$ cat config.mk
export PLATFORM = sky130hd
export DESIGN_NAME = nvm_pwr_seq
export DESIGN_NICKNAME = d
export VERILOG_FILES = /design/src/rtl/nvm_pwr_pkg.sv /design/src/rtl/nvm_pwr_macro.sv /design/src/rtl/nvm_pwr_ctl.sv /design/src/rtl/nvm_pwr_regs.sv /design/src/rtl/nvm_pwr_seq.sv
export SDC_FILE = /design/constraint.sdc
export NUM_CORES = 1
export LEC_CHECK = 0
export ABC_AREA = 1
export ABC_CLOCK_PERIOD_IN_PS = 3750
export CAP_MARGIN = 20
export CORE_MARGIN = 2
export CORE_UTILIZATION = 30
export DETAILED_ROUTE_END_ITERATION = 16
export HOLD_SLACK_MARGIN = 0.1
export PLACE_DENSITY_LB_ADDON = 0.12
export RECOVER_POWER = 25
export REMOVE_ABC_BUFFERS = 1
export SKIP_LAST_GASP = 1
export SLEW_MARGIN = 25
export SYNTH_ARGS = -nofsm -noshare
export SYNTH_HDL_FRONTEND = slang
export SYNTH_HIERARCHICAL = 1
export SYNTH_SLANG_ARGS = --single-unit
$ cat constraint.sdc
create_clock -name clk -period 3.75 [get_ports clk]
set_input_delay 0.75 -clock clk [delete_from_list [all_inputs] [get_ports clk]]
set_output_delay 0.75 -clock clk [all_outputs]
set_load 0.005 [all_outputs]
$ cat src/rtl/nvm_pwr_pkg.sv
package nvm_pwr_pkg;

  typedef enum logic [1:0] {
    MD_DEEP = 2'd0,
    MD_STBY = 2'd1,
    MD_ACT  = 2'd2,
    MD_READ = 2'd3
  } md_e;

  localparam int ST_W   = 11;
  localparam int ST_RD  = 0;
  localparam int ST_S2A = 7;
  localparam int ST_D2S = 8;
  localparam int ST_A2S = 9;
  localparam int ST_S2D = 10;

  localparam int IDX_W    = 3;
  localparam int IDX_MODE = 0;
  localparam int IDX_STAT = 1;
  localparam int IDX_ADDR = 2;
  localparam int IDX_CNT  = 3;
  localparam int IDX_RDAT = 4;

  // Is the step from 'cur' to 'nxt' a legal single move?
  function automatic logic legal_step(md_e cur, md_e nxt, logic cnt_ok);
    logic ok;
    case (cur)
      MD_DEEP: ok = (nxt == MD_STBY);
      MD_STBY: ok = (nxt == MD_DEEP) || (nxt == MD_ACT);
      MD_ACT:  ok = (nxt == MD_STBY) || ((nxt == MD_READ) && cnt_ok);
      default: ok = 1'b0;
    endcase
    return ok;
  endfunction

  // Status bit raised when the step from 'cur' to 'nxt' completes
  function automatic logic [ST_W-1:0] done_mask(md_e cur, md_e nxt);
    logic [ST_W-1:0] m;
    m = '0;
    if (cur == MD_DEEP && nxt == MD_STBY) m[ST_D2S] = 1'b1;
    if (cur == MD_STBY && nxt == MD_ACT)  m[ST_S2A] = 1'b1;
    if (cur == MD_ACT  && nxt == MD_STBY) m[ST_A2S] = 1'b1;
    if (cur == MD_STBY && nxt == MD_DEEP) m[ST_S2D] = 1'b1;
    if (cur == MD_ACT  && nxt == MD_READ) m[ST_RD]  = 1'b1;
    return m;
  endfunction

  // Behavioural memory content of the macro
  function automatic logic [31:0] word_at(logic [31:0] a);
    return (a * 32'h01000193) ^ 32'hC0DE0000;
  endfunction

endpackage

$ cat src/rtl/nvm_pwr_macro.sv
module nvm_pwr_macro
  import nvm_pwr_pkg::*;
#(
  parameter int PWR_LAT  = 6,
  parameter int READ_LAT = 3,
  parameter int AW       = 10
) (
  input  logic          clk,
  input  logic          rst_n,
  input  logic          start_i,
  input  md_e           tgt_i,
  input  logic [AW-1:0] addr_i,
  output logic          done_o,
  output logic [31:0]   rdata_o
);

  localparam int MAX_LAT = (PWR_LAT > READ_LAT) ? PWR_LAT : READ_LAT;
  localparam int CNT_W   = $clog2(MAX_LAT + 1);

  logic [CNT_W-1:0] cnt_q;
  md_e              tgt_q;
  md_e              mac_mode_q;
  logic [AW-1:0]    addr_q;
  logic             is_read;

  assign is_read = (tgt_q == MD_READ);
  assign done_o  = (cnt_q == CNT_W'(1));
  assign rdata_o = (done_o && is_read) ? word_at(32'(addr_q)) : 32'd0;

  always_ff @(posedge clk or negedge rst_n) begin
    if (!rst_n) begin
      cnt_q      <= '0;
      tgt_q      <= MD_DEEP;
      mac_mode_q <= MD_DEEP;
      addr_q     <= '0;
    end else if (start_i) begin
      tgt_q  <= tgt_i;
      addr_q <= addr_i;
      cnt_q  <= (tgt_i == MD_READ) ? CNT_W'(READ_LAT) : CNT_W'(PWR_LAT);
    end else if (cnt_q != '0) begin
      cnt_q <= cnt_q - CNT_W'(1);
      if (done_o && !is_read) mac_mode_q <= tgt_q;
    end
  end

  initial begin
    assert_lat_min_R6: assert (PWR_LAT >= 1 && READ_LAT >= 1);
  end

  // A new operation starts only when the macro is idle
  assert_start_idle_R7: assert property (@(posedge clk) disable iff (!rst_n)
    start_i |-> (cnt_q == '0));

  // The macro is only read while it sits in active mode
  assert_read_active_R8: assert property (@(posedge clk) disable iff (!rst_n)
    (start_i && tgt_i == MD_READ) |-> (mac_mode_q == MD_ACT));

endmodule

$ cat src/rtl/nvm_pwr_ctl.sv
module nvm_pwr_ctl
  import nvm_pwr_pkg::*;
(
  input  logic            clk,
  input  logic            rst_n,
  input  logic            mode_wr_i,
  input  logic [31:0]     mode_val_i,
  input  logic            cnt_ok_i,
  input  logic            mac_done_i,
  output md_e             mode_o,
  output logic            busy_o,
  output logic            start_o,
  output logic [ST_W-1:0] set_o,
  output logic            rd_load_o
);

  md_e  mode_q, from_q;
  logic busy_q, start_q;
  md_e  req_mode;
  logic req_clean;
  logic accept;
  logic finish;

  assign req_mode  = md_e'(mode_val_i[1:0]);
  assign req_clean = (mode_val_i[31:2] == '0);
  assign accept    = mode_wr_i && !busy_q && req_clean &&
                     legal_step(mode_q, req_mode, cnt_ok_i);
  assign finish    = busy_q && mac_done_i;

  always_ff @(posedge clk or negedge rst_n) begin
    if (!rst_n) begin
      mode_q  <= MD_DEEP;
      from_q  <= MD_DEEP;
      busy_q  <= 1'b0;
      start_q <= 1'b0;
    end else begin
      start_q <= accept;
      if (accept) begin
        from_q <= mode_q;
        mode_q <= req_mode;
        busy_q <= 1'b1;
      end else if (finish) begin
        busy_q <= 1'b0;
        if (mode_q == MD_READ) mode_q <= MD_ACT;
      end
    end
  end

  assign mode_o    = mode_q;
  assign busy_o    = busy_q;
  assign start_o   = start_q;
  assign set_o     = finish ? done_mask(from_q, mode_q) : '0;
  assign rd_load_o = finish && (mode_q == MD_READ);

  // Mode only ever moves by one encoding step
  assert_adjacent_R2: assert property (@(posedge clk) disable iff (!rst_n)
    (mode_q != $past(mode_q)) |->
      ((int'(mode_q) - int'($past(mode_q)) == 1) ||
       (int'($past(mode_q)) - int'(mode_q) == 1)));

  // Mode is frozen while an operation is in flight
  assert_hold_busy_R7: assert property (@(posedge clk) disable iff (!rst_n)
    (busy_q && !mac_done_i) |=> $stable(mode_q));

  // A finished read lands back in active
  assert_read_return_R8: assert property (@(posedge clk) disable iff (!rst_n)
    (finish && mode_q == MD_READ) |=> (mode_q == MD_ACT && !busy_q));

  // Completion raises exactly one status bit
  assert_one_bit_R3: assert property (@(posedge clk) disable iff (!rst_n)
    finish |-> $onehot(set_o));

endmodule

$ cat src/rtl/nvm_pwr_regs.sv
module nvm_pwr_regs
  import nvm_pwr_pkg::*;
#(
  parameter int AW = 10,
  parameter int CW = 4
) (
  input  logic             clk,
  input  logic             rst_n,
  input  logic             bus_sel,
  input  logic             bus_wr,
  input  logic [IDX_W-1:0] bus_idx,
  input  logic [31:0]      bus_wdata,
  output logic [31:0]      bus_rdata,
  input  md_e              mode_i,
  input  logic [ST_W-1:0]  set_i,
  input  logic             rd_load_i,
  input  logic [31:0]      rd_word_i,
  output logic             mode_wr_o,
  output logic [AW-1:0]    addr_o,
  output logic             cnt_ok_o
);

  logic [ST_W-1:0] stat_q;
  logic [AW-1:0]   addr_q;
  logic [CW-1:0]   cnt_q;
  logic [31:0]     rdat_q;
  logic            wr_en;
  logic            stat_clr_en;
  logic [ST_W-1:0] clr_mask;

  assign wr_en       = bus_sel && bus_wr;
  assign stat_clr_en = wr_en && (bus_idx == IDX_W'(IDX_STAT));
  assign clr_mask    = stat_clr_en ? bus_wdata[ST_W-1:0] : '0;
  assign mode_wr_o   = wr_en && (bus_idx == IDX_W'(IDX_MODE));

  always_ff @(posedge clk or negedge rst_n) begin
    if (!rst_n) begin
      stat_q <= '0;
      addr_q <= '0;
      cnt_q  <= '0;
      rdat_q <= '0;
    end else begin
      stat_q <= (stat_q & ~clr_mask) | set_i;
      if (wr_en && bus_idx == IDX_W'(IDX_ADDR)) addr_q <= bus_wdata[AW-1:0];
      if (wr_en && bus_idx == IDX_W'(IDX_CNT))  cnt_q  <= bus_wdata[CW-1:0];
      if (rd_load_i) rdat_q <= rd_word_i;
    end
  end

  always_comb begin
    bus_rdata = '0;
    if (bus_sel && !bus_wr) begin
      case (bus_idx)
        IDX_W'(IDX_MODE): bus_rdata = {30'd0, mode_i};
        IDX_W'(IDX_STAT): bus_rdata = 32'(stat_q);
        IDX_W'(IDX_ADDR): bus_rdata = 32'(addr_q);
        IDX_W'(IDX_CNT):  bus_rdata = 32'(cnt_q);
        IDX_W'(IDX_RDAT): bus_rdata = rdat_q;
        default:          bus_rdata = '0;
      endcase
    end
  end

  assign addr_o   = addr_q;
  assign cnt_ok_o = (cnt_q == CW'(1));

  // A status bit only falls after a status write
  assert_w1c_only_R10: assert property (@(posedge clk) disable iff (!rst_n)
    (($past(stat_q) & ~stat_q) != '0) |-> $past(stat_clr_en));

  // A status bit only rises when the sequencer reports a completion
  assert_set_source_R3: assert property (@(posedge clk) disable iff (!rst_n)
    ((stat_q & ~$past(stat_q)) != '0) |-> ($past(set_i) != '0));

endmodule

$ cat src/rtl/nvm_pwr_seq.sv
module nvm_pwr_seq
  import nvm_pwr_pkg::*;
#(
  parameter int PWR_LAT  = 6,
  parameter int READ_LAT = 3,
  parameter int AW       = 10,
  parameter int CW       = 4
) (
  input  logic        clk,
  input  logic        rst_n,
  input  logic        bus_sel,
  input  logic        bus_wr,
  input  logic [2:0]  bus_idx,
  input  logic [31:0] bus_wdata,
  output logic [31:0] bus_rdata,
  output logic        busy
);

  md_e             mode;
  logic [ST_W-1:0] set_vec;
  logic            rd_load;
  logic [31:0]     mac_rdata;
  logic            mode_wr;
  logic [AW-1:0]   word_addr;
  logic            cnt_ok;
  logic            mac_start;
  logic            mac_done;

  nvm_pwr_regs #(.AW(AW), .CW(CW)) regs_i (
    .clk       (clk),
    .rst_n     (rst_n),
    .bus_sel   (bus_sel),
    .bus_wr    (bus_wr),
    .bus_idx   (bus_idx),
    .bus_wdata (bus_wdata),
    .bus_rdata (bus_rdata),
    .mode_i    (mode),
    .set_i     (set_vec),
    .rd_load_i (rd_load),
    .rd_word_i (mac_rdata),
    .mode_wr_o (mode_wr),
    .addr_o    (word_addr),
    .cnt_ok_o  (cnt_ok)
  );

  nvm_pwr_ctl ctl_i (
    .clk        (clk),
    .rst_n      (rst_n),
    .mode_wr_i  (mode_wr),
    .mode_val_i (bus_wdata),
    .cnt_ok_i   (cnt_ok),
    .mac_done_i (mac_done),
    .mode_o     (mode),
    .busy_o     (busy),
    .start_o    (mac_start),
    .set_o      (set_vec),
    .rd_load_o  (rd_load)
  );

  nvm_pwr_macro #(.PWR_LAT(PWR_LAT), .READ_LAT(READ_LAT), .AW(AW)) macro_i (
    .clk     (clk),
    .rst_n   (rst_n),
    .start_i (mac_start),
    .tgt_i   (mode),
    .addr_i  (word_addr),
    .done_o  (mac_done),
    .rdata_o (mac_rdata)
  );

  // Read data only changes when a read finishes with its status bit
  assert_rdata_with_done_R8: assert property (@(posedge clk) disable iff (!rst_n)
    rd_load |-> set_vec[ST_RD]);

endmodule

==> results of run 1 <==
cell usage after synthesis:
cell,number,area share
nand2_1,194,0.12
inv_1,149,0.093
dfrtp_1,78,0.32
nor2_1,71,0.044
ha_1,65,0.13
o21ai_0,45,0.037
nand3_1,30,0.025
o21ai_1,26,0.022
a21oi_1,24,0.020
nor3_1,24,0.020
fa_1,14,0.046
inv_2,13,0.0081
buf_4,10,0.012
buf_2,9,0.0075
nand2_2,9,0.0093
mux2_2,8,0.015
nand4_1,8,0.0083
clkbuf_1,7,0.0044
nor2_2,4,0.0041
nor4_1,4,0.0041
nand3_2,3,0.0050
buf_6,2,0.0037
conb_1,2,0.0012
nand2_4,2,0.0037
nor2_4,2,0.0037
nor3_4,2,0.0054
o211ai_1,2,0.0025
o21ai_2,2,0.0029
a21boi_0,1,0.0012
a21o_1,1,0.0012
a21oi_2,1,0.0015
a31oi_1,1,0.0010
and2_0,1,0.0010
and2_1,1,0.0010
clkinv_1,1,0.00062
clkinv_4,1,0.0015
o21bai_2,1,0.0019
xnor2_1,1,0.0015
layer usage:
metal  vias to the layer above  wire length [um]
li1                       2745                 -
met1                      2404              7510
met2                        97              8107
met3                        20               588
met4                         0               318
met5                         -                 0
sequential cells by signal (all words and copies together), names as in the netlist:
register / flops
regs_i/cnt_q: 4
ctl_i/busy_o: 1
ctl_i/from_q: 2
ctl_i/start_o: 1
macro_i/cnt_q: 3
regs_i/addr_o: 10
ctl_i/mode_o: 2
regs_i/stat_q: 11
macro_i/addr_q: 10
regs_i/rdat_q: 32
macro_i/tgt_q: 2
cell families after synthesis:
kind of cell,after synthesis
xor gates and xnor gates,1
DFF,78
AOI/OAI and AO/OA,104
muxes,8
adders and majority gates,79
buffers and inverters,192
and+or+nand+nor,355
other,2
through the flow:
step | power, uW | std cells
6_report | 1967 | 1190
3_5_place_dp | 1099 | 1167
3_3_place_gp | 1097 | 1167
4_1_cts | 2000 | 1184
5_1_grt | 2061 | 1190
2_1_floorplan | 994.1 | 796
tightest hold or removal path, cell delays in order (launching register included):
cell	delay, ns
dfrtp_1	0.34
o21ai_1	0.06
nand2_1	0.05
timing repair:
| action | in CTS | in global routing |
|---|---|---|
| resized for setup | 15 | 44 |
| buffers inserted | 1 | 6 |
| pin swaps | 10 | 9 |
| endpoints found under the setup margin | 13 | 13 |
where the power goes:
group	total, uW	switching, uW	leakage (uW)	internal [uW]
Combinational	166	89.9	0.00274	75.6
Clock	887	409	0.000142	478
Sequential	914	31.9	0.00102	882
path summary, 6_finish.rpt:
kind                       slack, ns                       endpoint  depth (start not counted)                           from
max in group asynchronous       1.37  macro_i/addr_q[6]$_DFFE_PN0P_                          1                          rst_n
setup / recovery               -0.01  regs_i/rdat_q[18]$_DFFE_PN0P_                         20  macro_i/addr_q[8]$_DFFE_PN0P_
hold reg to reg                 0.48     regs_i/stat_q[5]$_DFF_PN0_                          2     regs_i/stat_q[5]$_DFF_PN0_
hold / removal                  0.48     regs_i/stat_q[5]$_DFF_PN0_                          2     regs_i/stat_q[5]$_DFF_PN0_
setup reg to reg               -0.01  regs_i/rdat_q[18]$_DFFE_PN0P_                         20  macro_i/addr_q[8]$_DFFE_PN0P_
min in group asynchronous       0.98  regs_i/rdat_q[19]$_DFFE_PN0P_                          1                          rst_n
layout make-up:
type	instances	area, sq um
timing repair buffer	113	1025
clock buffer	10	239.0
inverter	164	623.1
multi-input combinational	554	3586
clock inverter	6	50.05
fill	2137	11780
tap	265	331.6
sequential	78	1953
==> flow_summary.toml, run 1 <==
[status]
status = "complete, but fails checks"
violations = "capacitance limit, slew limit, setup timing"

[power_and_ir_drop]
ir_drop_mv = 0.1679
leakage_uw = 0.003896
p_per_area_nw_per_um2 = 251.9

[placed_design]
io_buffers = 71
post-place-ws_ns = -0.2705
hpwl_um = 12810
place_area_sq_um = 7196
gp_congestion = 0.8664

[route]
drt-total-wl_um = 16530
vias = 5266
first_iter_violations = 239
drc = 0
antenna_left = 0
viasPerCell = 4.425
route.detailed.wl_per_inst_um = 13.89
drtPass1Iterations = 4

[flow_run]
drv_cap = 1

[clock_network]
cts_root_buf = "clkbuf_16"
clkSlewWorstSetupHoldPaths_ns = 0.07
h-tree-depth = 3
cts_max_path_buffers = 2
clock_latency_ns = 0.35
clkSinkCount = 78
ctsHoldBuffers = 0
cts_made_buffers = 9
cts_tree = "yes"

[synthesis]
ys_ff_latch = 78
synth_cells = 819
yosysSeqAreaShare = 0.3236
synthXorXnorAreaFrac = 0.001452
synth_mux_area_frac = 0.01493
synth_cell_type_count = 38
synth_area_per_cell_sq_um = 7.365
synthesis.area_sq_um = 6032
synth-compound-area-share = 0.09106
synth-adder-area-share = 0.1813
ys_warn_count = 6
synth_top_family_by_area = "simple AND/OR/NAND/NOR gates"
synth-simple-area-share = 0.2555

[final_layout]
design_area_sq_um = 7807
area_growth_syn_to_layout_pct = 29.43
final_util = 0.3985
final_common_cell = "nand2_1"
antenna_cells = 0
final_cell_mix = "187 x nand2_1, 145 x inv_1, 77 x dfrtp_1, 70 x clkdlybuf4s50_1, 63 x nor2_1"
drive_gt1_frac = 0.1643
finalNetCount = 1038

[timing]
setup_violations = 3
finalCritPeriodShare = 1.004
drv_slew = 79
tightestPinTransition_ns = 2.103
grt_setup_unrepaired = "yes"
holdWs_ns = 0.4814
timing.final.ws_setup_ns = -0.01449
final-hold-violation-count = 0
max_clock_freq_mhz = 265.6
period_needed_ns = 3.764
finClkSkew_ns = 0.007755
relSlewSlack = -0.4019
tns_ns = -0.02960

[die]
die_height_um = 145.8
io_pins = 72
core_sq_um = 19590
num_rows = 51
die_area_sq_um = 21260
die-width_um = 145.8
start_util = 0.3079

[global_routing]
use_met3 = 0.02571
grt_usage = 0.1611
grt_max_degree = 79
antenna_found_initial = 0
gr-usage-met2 = 0.2804
grt_pass1_wl_um = 27470
grt.met1_usage = 0.2034
grt_overflow = 0
grt_pass1_vias = 5340
top_usage_layer = "met2"

[critical_path]
crit_buf_inv = 4
critPathArrivalTime_ns = 4.04
crit_family = "adder cells"
crit_path_end_kind = "flip-flop"
slowest_stage = "fa_1"
path_cells = "ha_4 > ha_4 > inv_2 > fa_1 > inv_1 > fa_1 > inv_2 > fa_1 > inv_2 > ha_4 > nand2_2 > nor2_1 > nand2_1 > nand2_2 > nand3_2 > nand3_2 > nand2_1 > nor2_2 > nand2_1 > o21ai_1"
required_ns = 4.03
startpoint_type = "flip-flop"
crit_fanout = 4
path_class = "reg2reg"
slowest_delay_ns = 0.50

[hold_path]
hold_path.class = "reg2reg"
Note: power is estimated with default switching activity, not from simulation.
==> run 2, diff against run 1 <==
ABC_CLOCK_PERIOD_IN_PS = 4000   (was 3750)
clock period = 4 ns   (was 3.75 ns; I/O delays follow)
==> flow_summary.toml, run 2 (synthesis results as in run 1) <==
[status]
status = "complete, but fails checks"
violations = "capacitance limit, slew limit"

[placed_design]
hpwl_um = 12840
place_area_sq_um = 7049
placed_cells = 1148
gp_congestion = 0.8668
io_buffers = 71

[final_layout]
final_cell_mix = "191 x nand2_1, 146 x inv_1, 78 x dfrtp_1, 70 x clkdlybuf4s50_1, 68 x nor2_1"
final_common_cell = "nand2_1"
final_cells = 1167
largest_reg_flops = 32
drive_gt1_frac = 0.1231
fillers = 2097
design_area_sq_um = 7552
reg.largest.list = "regs_i/rdat_q: 32 flops, regs_i/stat_q: 11 flops"
finalNetCount = 1015
antenna_cells = 0
area_growth_syn_to_layout_pct = 25.20
top_register = "regs_i/rdat_q"

[power_and_ir_drop]
p_per_area_nw_per_um2 = 248.3
p_total_uw = 1876
leakage_uw = 0.003772
ir_drop_mv = 0.1575

[global_routing]
grt_pass1_vias = 5161
grt_max_degree = 68
grt_usage = 0.1614
grt_pass1_wl_um = 27150
grt_overflow = 0
antenna_found_initial = 0

[hold_path]
hold_path.class = "reg2reg"
hold_path_depth = 2
hp-start = "regs_i/stat_q[5]$_DFF_PN0_"
min_to = "regs_i/stat_q[5]$_DFF_PN0_"

[die]
die_area_sq_um = 21260
num_rows = 51
die-width_um = 145.8
die_height_um = 145.8
core_sq_um = 19590
start_util = 0.3079
io_pins = 72

[critical_path]
rr_startpoint = "macro_i/addr_q[8]$_DFFE_PN0P_"
critPathArrivalTime_ns = 4.02
startpoint_type = "flip-flop"
reg2reg_depth = 21
crit_fanout = 4
regToRegEndpoint = "regs_i/rdat_q[13]$_DFFE_PN0P_"
ff2ff_setup_slack_ns = 0.18
crit_path_end_kind = "flip-flop"
slowest_stage = "fa_1"
path_cells = "ha_4 > ha_4 > inv_2 > fa_1 > inv_2 > fa_1 > inv_1 > fa_1 > inv_2 > ha_4 > nand2_4 > inv_4 > nand3_4 > o21ai_4 > nand2_2 > nand2_1 > nand2_1 > inv_1 > nor2_1 > nand2_1 > o21ai_1"
slowest_delay_ns = 0.51
path_class = "reg2reg"
required_ns = 4.21

[flow_run]
drv_cap = 1

[timing]
max_clock_freq_mhz = 262.0
finalCritPeriodShare = 0.9542
period_needed_ns = 3.817
relSlewSlack = -0.2221
drv_slew = 68
final-hold-violation-count = 0
finClkSkew_ns = 0.01265
setup_violations = 0
tightestPinTransition_ns = 1.833

[route]
drc = 0
drtPass1Iterations = 4
route.detailed.wl_per_inst_um = 14.06
first_iter_violations = 230
drt-total-wl_um = 16400
vias = 5166
viasPerCell = 4.427
antenna_left = 0

[clock_network]
cts_made_buffers = 9
clock_latency_ns = 0.36
cts_tree = "yes"
cts_max_path_buffers = 2
cts_root_buf = "clkbuf_16"
h-tree-depth = 3
clkSinkCount = 78
clkSlewWorstSetupHoldPaths_ns = 0.07
-- run 2: cell types whose count changed in the layout (fill, tap and decap cells not counted), sizes merged --
| cell | before | now |
|---|---|---|
| buf | 42 | 19 |
| bufinv | 0 | 1 |
| clkinv | 3 | 5 |
| inv | 166 | 163 |
-- run 2: metal layers --
layer,global-route usage,part of all wire,vias to the layer above
li1,-,-,2704
met1,0.2065,0.46,2336
met2,0.2736,0.49,108
met3,0.02288,0.031,18
met4,0.06618,0.024,0
met5,0,0,-
-- run 2: timing repair --
item,CTS,global route
hold buffers,0,0
endpoints found under the hold margin,0,0
setup endpoints to repair,0,12
setup buffers,0,3
gates resized for setup,0,35
-- run 2: area by class of cell --
class | count | area (sq um) | share of cell area
Multi-Input combinational cell | 554 | 3493 | 0.4626
Sequential cell | 78 | 1952 | 0.2584
Timing Repair Buffer | 90 | 852.1 | 0.1128
Inverter | 164 | 623.1 | 0.08251
Tap cell | 265 | 331.6 | 0.04390
Clock buffer | 10 | 229.0 | 0.03032
Clock inverter | 6 | 71.32 | 0.009443
-- run 2: power breakdown --
part	switching, uW	internal, uW	leakage, uW
logic	85.4	71.1	0.00261
registers	30.3	827	0.00102
clock network	372	490	0.000145
total	487	1390	0.00377
-- run 2: metrics by stage --
step,util,setup WS [ns],setup TNS [ns],hold WS (ns)
floorplan,-,0.08338,0,0.4482
global placement,0.3598,0.05775,0,0.4650
detailed placement,0.3598,0.006954,0,0.4702
CTS,0.3752,0.006142,0,0.4842
global route,0.3855,-0.04378,-0.04989,0.4945
finish,0.3855,0.1832,0,0.4776
-- run 2: worst max-delay path, delay by kind of cell (launching register included) --
kind / cells / cell delay [ns]
simple gates: 7 / 0.41
compound gates: 2 / 0.28
buf+inv: 6 / 0.27
fa+ha+maj: 6 / 2.28
flops: 1 / 0.42
-- run 2: worst max path at each step --
stage | slack (ns) | startpoint | to
after floorplan | 0.08 | macro_i/addr_q[7]$_DFFE_PN0P_ | regs_i/rdat_q[14]$_DFFE_PN0P_
after CTS | 0.006 | macro_i/addr_q[7]$_DFFE_PN0P_ | regs_i/rdat_q[10]$_DFFE_PN0P_
after global routing | -0.04 | macro_i/addr_q[8]$_DFFE_PN0P_ | regs_i/rdat_q[17]$_DFFE_PN0P_
after global placement | 0.06 | macro_i/addr_q[7]$_DFFE_PN0P_ | regs_i/rdat_q[10]$_DFFE_PN0P_
final | 0.18 | macro_i/addr_q[8]$_DFFE_PN0P_ | regs_i/rdat_q[13]$_DFFE_PN0P_
after detailed placement | 0.007 | macro_i/addr_q[7]$_DFFE_PN0P_ | regs_i/rdat_q[10]$_DFFE_PN0P_
